==> src/rtl/sofs_pkg.sv <==
package sofs_pkg;

    typedef enum logic {
        MODE_WIDE   = 1'b0,
        MODE_NARROW = 1'b1
    } bus_mode_e;

    typedef struct packed {
        logic go;
        logic data;
    } shift_req_t;

    typedef struct packed {
        logic valid;
        logic done;
    } load_status_t;

    function automatic int unsigned reg_bits(input int unsigned wide_w, input bus_mode_e m);
        return (m == MODE_NARROW) ? wide_w + 1 : wide_w;
    endfunction

    function automatic int unsigned chain_bits(input int unsigned wide_w, input bus_mode_e m);
        return 2 * reg_bits(wide_w, m);
    endfunction

endpackage

==> src/rtl/sofs_bit_counter.sv <==
module sofs_bit_counter #(
    parameter int unsigned IDX_W = 5
) (
    input  logic             clk,
    input  logic             rst,
    input  logic             step,
    input  logic [IDX_W-1:0] last_idx,
    output logic [IDX_W-1:0] idx,
    output logic             at_first,
    output logic             at_last
);
    logic [IDX_W-1:0] idx_q;

    always_ff @(posedge clk) begin
        if (rst) begin
            idx_q <= '0;
        end else if (step) begin
            if (idx_q == last_idx) idx_q <= '0;
            else                   idx_q <= idx_q + 1'b1;
        end
    end

    assign idx      = idx_q;
    assign at_first = (idx_q == '0);
    assign at_last  = (idx_q == last_idx);
endmodule

==> src/rtl/sofs_offset_store.sv <==
module sofs_offset_store #(
    parameter int unsigned OFS_W     = 9,
    parameter int unsigned DEF_EMPTY = 7,
    parameter int unsigned DEF_FULL  = 7
) (
    input  logic                     clk,
    input  logic                     rst,
    input  logic                     wr_go,
    input  logic                     wr_full,
    input  logic [$clog2(OFS_W)-1:0] wr_pos,
    input  logic                     wr_bit,
    input  logic                     narrow,
    output logic [OFS_W-1:0]         empty_o,
    output logic [OFS_W-1:0]         full_o
);
    localparam int unsigned POS_W = $clog2(OFS_W);
    localparam logic [OFS_W-1:0] EMPTY_INIT = OFS_W'(DEF_EMPTY);
    localparam logic [OFS_W-1:0] FULL_INIT  = OFS_W'(DEF_FULL);

    logic [OFS_W-1:0] emp_q, ful_q, hit, fill;

    for (genvar g = 0; g < OFS_W; g++) begin : g_dec
        assign hit[g] = wr_go && (wr_pos == POS_W'(g));
    end

    assign fill = {OFS_W{wr_bit}};

    always_ff @(posedge clk) begin
        if (rst) begin
            emp_q <= EMPTY_INIT;
            ful_q <= FULL_INIT;
        end else if (wr_full) begin
            ful_q <= (ful_q & ~hit) | (fill & hit);
        end else begin
            emp_q <= (emp_q & ~hit) | (fill & hit);
        end
    end

    assign empty_o = {emp_q[OFS_W-1] & narrow, emp_q[OFS_W-2:0]};
    assign full_o  = {ful_q[OFS_W-1] & narrow, ful_q[OFS_W-2:0]};
endmodule

==> src/rtl/sofs_loader.sv <==
module sofs_loader #(
    parameter int unsigned OFS_W_WIDE = 8,
    parameter int unsigned DEF_EMPTY  = 7,
    parameter int unsigned DEF_FULL   = 7
) (
    input  logic                  clk,
    input  logic                  rst,
    input  logic                  cfg_narrow,
    input  logic                  ld_n,
    input  logic                  sen_n,
    input  logic                  ser_in,
    output logic [OFS_W_WIDE:0]   empty_ofs,
    output logic [OFS_W_WIDE:0]   full_ofs,
    output logic                  ofs_valid,
    output logic                  prog_done
);
    import sofs_pkg::*;

    localparam int unsigned OFS_W     = OFS_W_WIDE + 1;
    localparam int unsigned CHAIN_MAX = 2 * OFS_W;
    localparam int unsigned IDX_W     = $clog2(CHAIN_MAX);
    localparam int unsigned POS_W     = $clog2(OFS_W);

    bus_mode_e        mode_q;
    shift_req_t       req;
    load_status_t     stat_q;
    logic [IDX_W-1:0] reg_w, last_idx, idx;
    logic             at_first, at_last, sel_full;
    logic [POS_W-1:0] pos;

    always_ff @(posedge clk) begin
        if (rst) mode_q <= cfg_narrow ? MODE_NARROW : MODE_WIDE;
    end

    assign reg_w    = (mode_q == MODE_NARROW) ? IDX_W'(OFS_W) : IDX_W'(OFS_W_WIDE);
    assign last_idx = (reg_w << 1) - 1'b1;

    assign req.go   = !ld_n && !sen_n;
    assign req.data = ser_in;

    sofs_bit_counter #(.IDX_W(IDX_W)) cnt_i (
        .clk      (clk),
        .rst      (rst),
        .step     (req.go),
        .last_idx (last_idx),
        .idx      (idx),
        .at_first (at_first),
        .at_last  (at_last)
    );

    always_comb begin
        sel_full = (idx >= reg_w);
        pos      = sel_full ? POS_W'(idx - reg_w) : POS_W'(idx);
    end

    sofs_offset_store #(
        .OFS_W     (OFS_W),
        .DEF_EMPTY (DEF_EMPTY),
        .DEF_FULL  (DEF_FULL)
    ) store_i (
        .clk     (clk),
        .rst     (rst),
        .wr_go   (req.go),
        .wr_full (sel_full),
        .wr_pos  (pos),
        .wr_bit  (req.data),
        .narrow  (mode_q == MODE_NARROW),
        .empty_o (empty_ofs),
        .full_o  (full_ofs)
    );

    always_ff @(posedge clk) begin
        if (rst) begin
            stat_q <= '{valid: 1'b1, done: 1'b0};
        end else begin
            stat_q.done <= req.go && at_last;
            if (req.go && at_last)       stat_q.valid <= 1'b1;
            else if (req.go && at_first) stat_q.valid <= 1'b0;
        end
    end

    assign ofs_valid = stat_q.valid;
    assign prog_done = stat_q.done;
endmodule

==> config.mk <==
export PLATFORM = sky130hd
export DESIGN_NAME = sofs_loader
export DESIGN_NICKNAME = d
export VERILOG_FILES = /design/src/rtl/sofs_pkg.sv /design/src/rtl/sofs_bit_counter.sv /design/src/rtl/sofs_offset_store.sv /design/src/rtl/sofs_loader.sv
export SDC_FILE = /design/constraint.sdc
export NUM_CORES = 1
export LEC_CHECK = 0
export BUFFER_PORTS_ARGS = -buffer_cell sky130_fd_sc_hd__buf_2
export CORE_ASPECT_RATIO = 0.6
export CORE_UTILIZATION = 40
export DETAILED_ROUTE_END_ITERATION = 10
export GPL_TIMING_DRIVEN = 0
export PLACE_DENSITY = 0.56
export SETUP_SLACK_MARGIN = 0.4
export SYNTH_ARGS = -nofsm -noshare
export SYNTH_HDL_FRONTEND = slang
export SYNTH_HIERARCHICAL = 1
export SYNTH_SLANG_ARGS = --single-unit
==> constraint.sdc <==
create_clock -name clk -period 2.46 [get_ports clk]
set_input_delay 0 -clock clk [delete_from_list [all_inputs] [get_ports clk]]
set_output_delay 0 -clock clk [all_outputs]
set_load 0.02 [all_outputs]
==> out/metrics.cfg, run 1 <==
[timing]
timing.fmax_ghz=0.4677
final_max_slew_viol_count=0
hold_viol_final=0
worst_pin_slew_ps=883.9
rsz0062_at_grt=true
fin_ws_ps=322.0
finalCriticalPeriod_ps=2138
layout_worst_path_cycle_share=0.8691
setup_violations=0
finClkSkew_ps=11.52
tns_ps=0
maxSlewHeadroom=0.4086

[setup_path]
rr_startpoint=mode_q$_DFFE_PP_
critPathArrivalTime_ps=2280
reg2regPathDepth=7
cp-end-kind=flop
r2r_slack_ps=320
crit_type=reg2reg
crit_start=mode_q$_DFFE_PP_
worstPathRequired_ps=2600
cp_common_cell=or3b_4
crit_fanout=6
crit_chain=ha_4, or3b_4, a211oi_4, a21oi_4, nor3b_4, or3b_4, mux2i_1
slowest_stage=edfxtp_1
start_kind=flop
cpPeakStageDelay_ps=430

[yosys]
async_flop_share=0
synth_area_sq_mm=0.001595
synth_flop_cell=dfxtp_1
synth_cells=176
ys_seq_area_frac=0.3325
ys_types=48
yosysWarnings=6
ys_seq_elements=26
avgSynthCellArea_sq_um=9.064
synth-edff-count=1
synth_fp_nets=186

[die]
die_w_microns=83.53
initial_core_util=0.4261
fp.coreArea_sq_mm=0.003744
ioPinCount=26
die_height_microns=50.92
row_count=17
dieArea_sq_mm=0.004253

[cells_and_area]
insertedDiodeCount=0
area_growth_pct=35.37
drive_gt1_frac=0.4434
layout.nets=232
final_common_cell=buf_4
layout_common_cells=29 x buf_4, 27 x buf_2, 22 x dfxtp_1, 16 x mux2i_1, 12 x nand2b_1

[worst_hold_path]
min-delay-start=rst
whs_path_depth=2
whs_endpoint=prog_done$_SDFF_PP0_
min_path_type=in2reg

[place]
place_congestion=0.8903
numPortBuffers=25
preCtsSetupSlack_ps=182.9
hpwl_microns=2557

[global_routing]
antenna_found_initial=0
overflow=0
met3_usage=0.04523
met1_usage=0.2493
grt_pass1_vias=1238
use_met2=0.2760
grt_max_degree=15
grt_pass1_wl_microns=5934
grt_busiest_layer=met2
grt_usage=0.1770

[outcome]
status=finished, final reports clean

[drt]
routedWlPerCell_microns=14.25
routed_wl_microns=3820
vias=1422
drtAntennaViolNets=0
firstDrtPassIters=4
drtIter0Drc=76
vias_per_cell=5.306
drcViolationCount=0

[clock_tree]
cts_buffer_depth=2
path_clk_slew_ps=90
htree_levels=1
cts_tree=built
cts_buffers=3
insertion_delay_ps=280
cts_root_buffer=clkbuf_8
clock-sinks=26

[pwr]
p_leak_nw=0.9420
ir_drop_uv=211.0
power_density_mw_per_mm2=452.5

[run]
max-cap-violations=0

==> Yosys cell counts, types with 3 or more instances <==
library cell | number | share of area
nand2_1 | 9 | 0.021
inv_1 | 6 | 0.014
o21ai_0 | 5 | 0.016
nand3_1 | 6 | 0.019
nand3b_1 | 4 | 0.019
a311oi_1 | 4 | 0.022
mux2i_1 | 16 | 0.10
ha_1 | 4 | 0.031
nand2b_1 | 13 | 0.051
dfxtp_1 | 25 | 0.31
xor2_1 | 4 | 0.022
a21oi_1 | 4 | 0.013
clkbuf_1 | 3 | 0.0071
nor2_1 | 9 | 0.021
o31ai_1 | 3 | 0.014
buf_4 | 17 | 0.080
==> worst max-delay path by stage <==
stage / endpoint / slack, ps / depth (start not counted)
finish: flop / 320 / 7
CTS: flop / 350 / 8
global route: flop / 280 / 7
detailed placement: flop / 180 / 7
global placement: flop / 190 / 7
floorplan: flop / 420 / 7
==> metrics by stage <==
step / hold WS (ps) / total power [W] / utilization / cell area (sq um) / std cells
finish: 35.00 / 0.0009773 / 0.5769 / 2160 / 268
global route: 61.15 / 0.001028 / 0.5769 / 2160 / 268
CTS: 41.15 / 0.0009352 / 0.5267 / 1972 / 261
detailed placement: 180.7 / 0.0006156 / 0.4820 / 1804 / 248
global placement: 179.1 / 0.0006114 / 0.4820 / 1804 / 248
floorplan: 71.56 / 0.0005738 / - / 1620 / 176
==> repair_timing <==
item | CTS | global route
gates resized for setup | 10 | 29
pin swaps | 3 | 11
cloned | 1 | 0
setup buffers | 7 | 7
endpoints found under the hold margin | 1 | 0
hold buffers | 1 | 0
setup endpoints to repair | 17 | 17
==> where the power goes <==
part	switching, W	internal, W	total (W)
combinational	0.000135	0.000118	0.000253
sequential	0.0000109	0.000434	0.000445
clock	0.000136	0.000143	0.000279
total	0.000281	0.000696	0.000977
==> routing by layer <==
metal	part of all wire	routed length [microns]	vias to the layer above
li1	-	-	705
met1	0.51	1961	670
met2	0.42	1623	43
met3	0.055	211	4
met4	0.0060	23	0
met5	0	0	-
==> layout make-up <==
type	instances	area, sq um
Fill cell	332	1584
Multi-Input combinational cell	122	1070
Sequential cell	26	536.8
Timing Repair Buffer	41	261.5
Buffer	22	155.1
Tap cell	47	58.81
Clock buffer	4	55.05
Inverter	6	22.52
==> cells by family (layout without fill, tap and decap cells) <==
group,after synthesis,in the layout,share of synthesized area
buffers and inverters,28,73,0.1074
AOI/OAI and AO/OA,30,30,0.1349
adders and majority gates,4,4,0.03137
muxes,16,16,0.1004
other,1,1,0.002351
and+or+nand+nor,66,66,0.2588
xor gates and xnor gates,5,5,0.03216
DFF,26,26,0.3325
==> worst max-delay path, delay by kind of cell, from the launching register on <==
kind / cells / cell delay [ps]
and+or+nand+nor: 3 / 920
DFF: 1 / 430
AOI/OAI and AO/OA: 2 / 330
adders and majority gates: 1 / 190
muxes: 1 / 130
(Power assumes the default switching activity.)
==> run 2, diff against run 1 <==
Settings changed: REMOVE_ABC_BUFFERS from default to 1.
==> out/metrics.cfg, run 2 (synthesized netlist as in run 1, its figures left out) <==
[outcome]
status=finished, final reports clean

[drt]
vias=1302  ; -8.4%
drcViolationCount=0  ; unchanged
drtAntennaViolNets=0  ; unchanged
vias_per_cell=5.229  ; -1.5%
drtIter0Drc=61  ; -20%
routed_wl_microns=3713  ; -2.8%
routedWlPerCell_microns=14.91  ; +4.6%
firstDrtPassIters=4  ; unchanged

[setup_path]
r2r_slack_ps=260  ; -60 ps
start_kind=flop
worstPathRequired_ps=2670  ; +70 ps
cp-end-kind=flop
crit_start=mode_q$_DFFE_PP_
reg2regPathDepth=8  ; +1
crit_chain=ha_4, or3b_4, a211oi_2, a21oi_4, buf_4, and2b_2, a311oi_2, a41oi_1
cp_num_buf_inv=1  ; +1
crit_type=reg2reg
crit_fanout=5  ; -1
critical_path.top_delay_family=simple AND/OR/NAND/NOR gates
rr_startpoint=mode_q$_DFFE_PP_
critPathArrivalTime_ps=2410  ; +130 ps
cpPeakStageDelay_ps=420  ; about the same
slowest_stage=edfxtp_1
cp_num_cells=8  ; +1

[cells_and_area]
insertedDiodeCount=0  ; unchanged
area_growth_pct=24.16
layout.nets=213  ; -8.2%
final_common_cell=buf_2
drive_gt1_frac=0.3861  ; -0.05730
layout_common_cells=25 x buf_2, 23 x dfxtp_1, 17 x buf_4, 16 x mux2i_1, 12 x nand2b_1
nFillCells=338  ; +1.8%

[timing]
hold_viol_final=0  ; unchanged
worst_pin_slew_ps=1263  ; +379.3 ps
timing.fmax_ghz=0.4544  ; -2.9%
finClkSkew_ps=3.378  ; -8.137 ps
fin_ws_ps=259.2  ; -62.84 ps
setup_violations=0  ; unchanged
maxSlewHeadroom=0.1548  ; -0.2538
finalCriticalPeriod_ps=2201  ; +62.84 ps
rsz0062_at_grt=true
final_max_slew_viol_count=0  ; unchanged
holdWs_ps=55.20  ; +20.21 ps
tns_ps=0  ; unchanged
layout_worst_path_cycle_share=0.8946  ; +0.02554

[pwr]
p_clk_frac=0.326  ; +0.040
switching_share=0.2877  ; about the same
power_density_mw_per_mm2=506.4  ; +12%
power.switching_w=0.0002885  ; +2.6%
p_int_w=0.0007144  ; +2.7%
power_frac_comb=0.230  ; -0.029
p_leak_nw=0.8500  ; -9.8%
ir_drop_uv=316.0  ; +50%
seq_power_share=0.445  ; -0.010
power_w=0.001003  ; +2.6%

[die]
fp.coreArea_sq_mm=0.003744  ; unchanged
die_height_microns=50.92  ; unchanged
row_count=17  ; unchanged
initial_core_util=0.4261  ; unchanged
dieArea_sq_mm=0.004253  ; unchanged
ioPinCount=26  ; unchanged
die_w_microns=83.53  ; unchanged

[global_routing]
grt_pass1_vias=1158  ; -6.5%
grt_usage=0.1714  ; -0.005537
grt_max_degree=31  ; +16
overflow=0  ; unchanged
grt_pass1_wl_microns=5699  ; -4.0%
antenna_found_initial=0  ; unchanged

[run]
max-cap-violations=0  ; unchanged

[clock_tree]
path_clk_slew_ps=100  ; about the same
cts_tree=built
cts_root_buffer=clkbuf_8
cts_buffer_depth=2  ; unchanged
insertion_delay_ps=280  ; about the same
htree_levels=1  ; unchanged
clock-sinks=26  ; unchanged
cts_buffers=3  ; unchanged

[place]
preCtsSetupSlack_ps=-113.2  ; -296.1 ps
place_congestion=0.7616  ; -14%
numPortBuffers=25  ; unchanged
hpwl_microns=2365  ; -7.5%

[worst_hold_path]
min_path_type=in2reg

==> run 2: changes by cell type in the layout (fill, tap and decap cells not counted), sizes merged <==
cell	delta
buf	-16
clkbuf	-3
==> run 2: worst register-to-register path: stages (launching register included) <==
cell      delay (ps)
edfxtp_1         420
ha_4             170
or3b_4           410
a211oi_2         300
a21oi_4           90
buf_4            160
and2b_2          280
a311oi_2         120
a41oi_1          190
==> run 2: metal layers <==
layer	part of all wire	global-route usage	up-vias
li1	-	-	663
met1	0.51	0.2283	602
met2	0.44	0.2746	32
met3	0.044	0.04685	5
met4	0.010	0.05085	0
met5	0	0	-
==> run 2: area by class of cell <==
cell class / instances / area (sq um) / share of cell area
multi-input cells: 122 / 1023 / 0.5167
flip-flops and latches: 26 / 535.5 / 0.2704
repair buffers: 44 / 274.0 / 0.1383
clock buffers: 4 / 66.31 / 0.03348
well taps: 47 / 58.81 / 0.02969
inverters: 6 / 22.52 / 0.01137
==> run 2: per-stage QoR <==
| step | utilization | cell area [sq um] | instances |
|---|---|---|---|
| 6_report | 0.5291 | 1981 | 249 |
| 3_3_place_gp | 0.4355 | 1630 | 226 |
| 2_1_floorplan | - | 1446 | 154 |
| 4_1_cts | 0.5033 | 1884 | 242 |
| 3_5_place_dp | 0.4355 | 1630 | 226 |
| 5_1_grt | 0.5291 | 1981 | 249 |
==> run 2: timing repair <==
item	4_1_cts	5_1_grt
hold buffers	1	0
gates resized for setup	22	11
pin swaps	7	5
endpoints found under the setup margin	18	18
buffers inserted	11	7
endpoints found under the hold margin	1	0
==> run 2: power groups by stage <==
| stage | Sequential (W) | Clock [W] | Combinational, W |
|---|---|---|---|
| 2_1_floorplan | 0.000458 | 0 | 0.0000958 |
| 3_3_place_gp | 0.000456 | 0 | 0.000133 |
| 3_5_place_dp | 0.000458 | 0 | 0.000140 |
| 4_1_cts | 0.000445 | 0.000335 | 0.000199 |
| 5_1_grt | 0.000447 | 0.000349 | 0.000249 |
| 6_report | 0.000446 | 0.000327 | 0.000230 |
==> run 2: worst min path at each step <==
stage	start	end	slack (ps)	cells past startpoint
2_1_floorplan	rst	prog_done$_SDFF_PP0_	70	1
3_3_place_gp	cfg_narrow	mode_q$_DFFE_PP_	180	1
3_5_place_dp	cfg_narrow	mode_q$_DFFE_PP_	180	1
4_1_cts	ser_in	flop	50	3
5_1_grt	ser_in	flop	90	3
6_report	ser_in	flop	60	3
==> run 3, diff against run 2 <==
Settings changed: CTS_CLUSTER_DIAMETER from default to 120, PLACE_DENSITY 0.56 to 0.58, SETUP_SLACK_MARGIN 0.4 to default.
Clock period 2.46 ns to 1.8 ns, I/O delays scaled along.
==> out/metrics.cfg, run 3 (synthesized netlist as in run 1, its figures left out) <==
[clock_tree]
cts_buffer_depth=2  ; unchanged
insertion_delay_ps=280  ; about the same
cts_root_buffer=clkbuf_8
htree_levels=1  ; unchanged
path_clk_slew_ps=100  ; about the same
cts_tree=built
cts_buffers=3  ; unchanged
clock-sinks=26  ; unchanged

[timing]
layout_worst_path_cycle_share=1.255  ; +0.3600
worst_pin_slew_ps=1296  ; +32.65 ps
holdWs_ps=68.41  ; +13.20 ps
timing.fmax_ghz=0.4428  ; -2.5%
hold_viol_final=0  ; unchanged
finClkSkew_ps=4.012  ; +0.6339 ps
rsz0062_at_grt=true
finalCriticalPeriod_ps=2258  ; +57.54 ps
final_max_slew_viol_count=0  ; unchanged
setup_violations=19  ; +19
maxSlewHeadroom=0.1329  ; -0.02185
fin_ws_ps=-458.4  ; -717.5 ps

[global_routing]
grt_pass1_wl_microns=6327  ; +11%
grt_max_degree=31  ; unchanged
grt_usage=0.1938  ; +0.02232
antenna_found_initial=0  ; unchanged
overflow=0  ; unchanged
grt_pass1_vias=1243  ; +7.3%

[pwr]
ir_drop_uv=442.7  ; +40%
p_int_w=0.0009630  ; +35%
p_leak_nw=0.8860  ; +4.2%
power_frac_comb=0.269  ; +0.039
power_density_mw_per_mm2=660.5  ; +30%
power.switching_w=0.0004196  ; +45%
power_w=0.001383  ; +38%
p_clk_frac=0.288  ; -0.038
seq_power_share=0.443  ; -0.002
switching_share=0.3035  ; +0.01583

[drt]
vias=1398  ; +7.4%
routedWlPerCell_microns=16.08  ; +7.8%
firstDrtPassIters=4  ; unchanged
vias_per_cell=5.482  ; +4.8%
routed_wl_microns=4100  ; +10%
drcViolationCount=0  ; unchanged
drtAntennaViolNets=0  ; unchanged
drtIter0Drc=107  ; +75%

[setup_path]
worstPathRequired_ps=2010  ; -660 ps
critical_path.top_delay_family=simple AND/OR/NAND/NOR gates
cpPeakStageDelay_ps=490  ; +70 ps
cp-end-kind=flop
cp_num_buf_inv=1  ; unchanged
start_kind=flop
slowest_stage=edfxtp_1
crit_fanout=5  ; unchanged
crit_type=reg2reg
crit_chain=ha_4, or3b_4, a211oi_4, a21oi_4, and2b_2, buf_6, nand2_2, mux2i_1
critPathArrivalTime_ps=2470  ; +60 ps

[cells_and_area]
nFillCells=320  ; -5.3%
layout.nets=219  ; +2.8%
final_common_cell=buf_2
area_growth_pct=31.22
drive_gt1_frac=0.4327  ; +0.04655
insertedDiodeCount=0  ; unchanged
layout_common_cells=25 x buf_2, 24 x dfxtp_1, 19 x buf_4, 16 x mux2i_1, 12 x nand2b_1

[place]
numPortBuffers=25  ; unchanged
place_congestion=0.8272  ; +8.6%
hpwl_microns=2371  ; +0.26%

[die]
fp.coreArea_sq_mm=0.003744  ; unchanged
ioPinCount=26  ; unchanged
die_height_microns=50.92  ; unchanged
dieArea_sq_mm=0.004253  ; unchanged
initial_core_util=0.4261  ; unchanged
die_w_microns=83.53  ; unchanged
row_count=17  ; unchanged

[outcome]
status=finished with violations
violations=setup timing

[run]
max-cap-violations=0  ; unchanged

[worst_hold_path]
min_path_type=in2reg

[run 3: cell types whose count changed in the layout (fill, tap and decap cells not counted), sizes merged]
cell      previous run  this run
clkinvlp             0         1
inv                  6         5
a21oi                4         5
buf                 43        48
[run 3: tightest hold or removal path: stages]
cell and delay, ps:
buf_2 90, nor2_1 100, mux2i_1 130
[run 3: metal layers]
metal | share of wire | vias up | global-route usage
li1 | - | 675 | -
met1 | 0.50 | 673 | 0.2687
met2 | 0.44 | 43 | 0.3060
met3 | 0.050 | 7 | 0.05008
met4 | 0.013 | 0 | 0.04237
met5 | 0 | - | 0
[run 3: repair_timing]
action | CTS | global route
hold buffers | 1 | 0
endpoints found under the hold margin | 1 | 0
gates cloned | 1 | 0
resized for setup | 38 | 10
pin swaps | 12 | 8
setup endpoints to repair | 18 | 19
buffers inserted | 16 | 7
[run 3: per-stage QoR]
step	area (sq um)	worst slack (ps)	std cells	TNS, ps	util
after floorplan	1446	-406.6	154	-4910	-
after global placement	1630	-699.3	226	-9705	0.4355
after detailed placement	1630	-790.3	226	-11390	0.4355
after CTS	1992	-430.4	248	-6161	0.5321
after global routing	2093	-542.5	255	-8815	0.5592
final	2093	-458.4	255	-7216	0.5592
[run 3: final cells by class]
| class | count | area (sq um) | share of cell area |
|---|---|---|---|
| well taps | 47 | 58.81 | 0.02809 |
| clock buffers | 4 | 55.05 | 0.02630 |
| multi-input cells | 123 | 1096 | 0.5236 |
| inverters | 6 | 26.28 | 0.01255 |
| repair buffers | 49 | 322.8 | 0.1542 |
| flip-flops and latches | 26 | 534.3 | 0.2552 |
[run 3: power by group through the flow]
stage | clock network, W | registers (W) | logic (W)
finish | 0.000398 | 0.000613 | 0.000373
global route | 0.000427 | 0.000615 | 0.000396
CTS | 0.000405 | 0.000614 | 0.000317
detailed placement | 0 | 0.000624 | 0.000193
global placement | 0 | 0.000624 | 0.000184
floorplan | 0 | 0.000626 | 0.000131
[run 3: worst paths after layout]
path,startpoint,endpoint,slack (ps),cells after the start
worst max register to register,mode_q$_DFFE_PP_,flop,-460,8
worst min register to register,flop,flop,470,2
worst max-delay path,mode_q$_DFFE_PP_,flop,-460,8
worst min-delay path,ser_in,flop,70,3
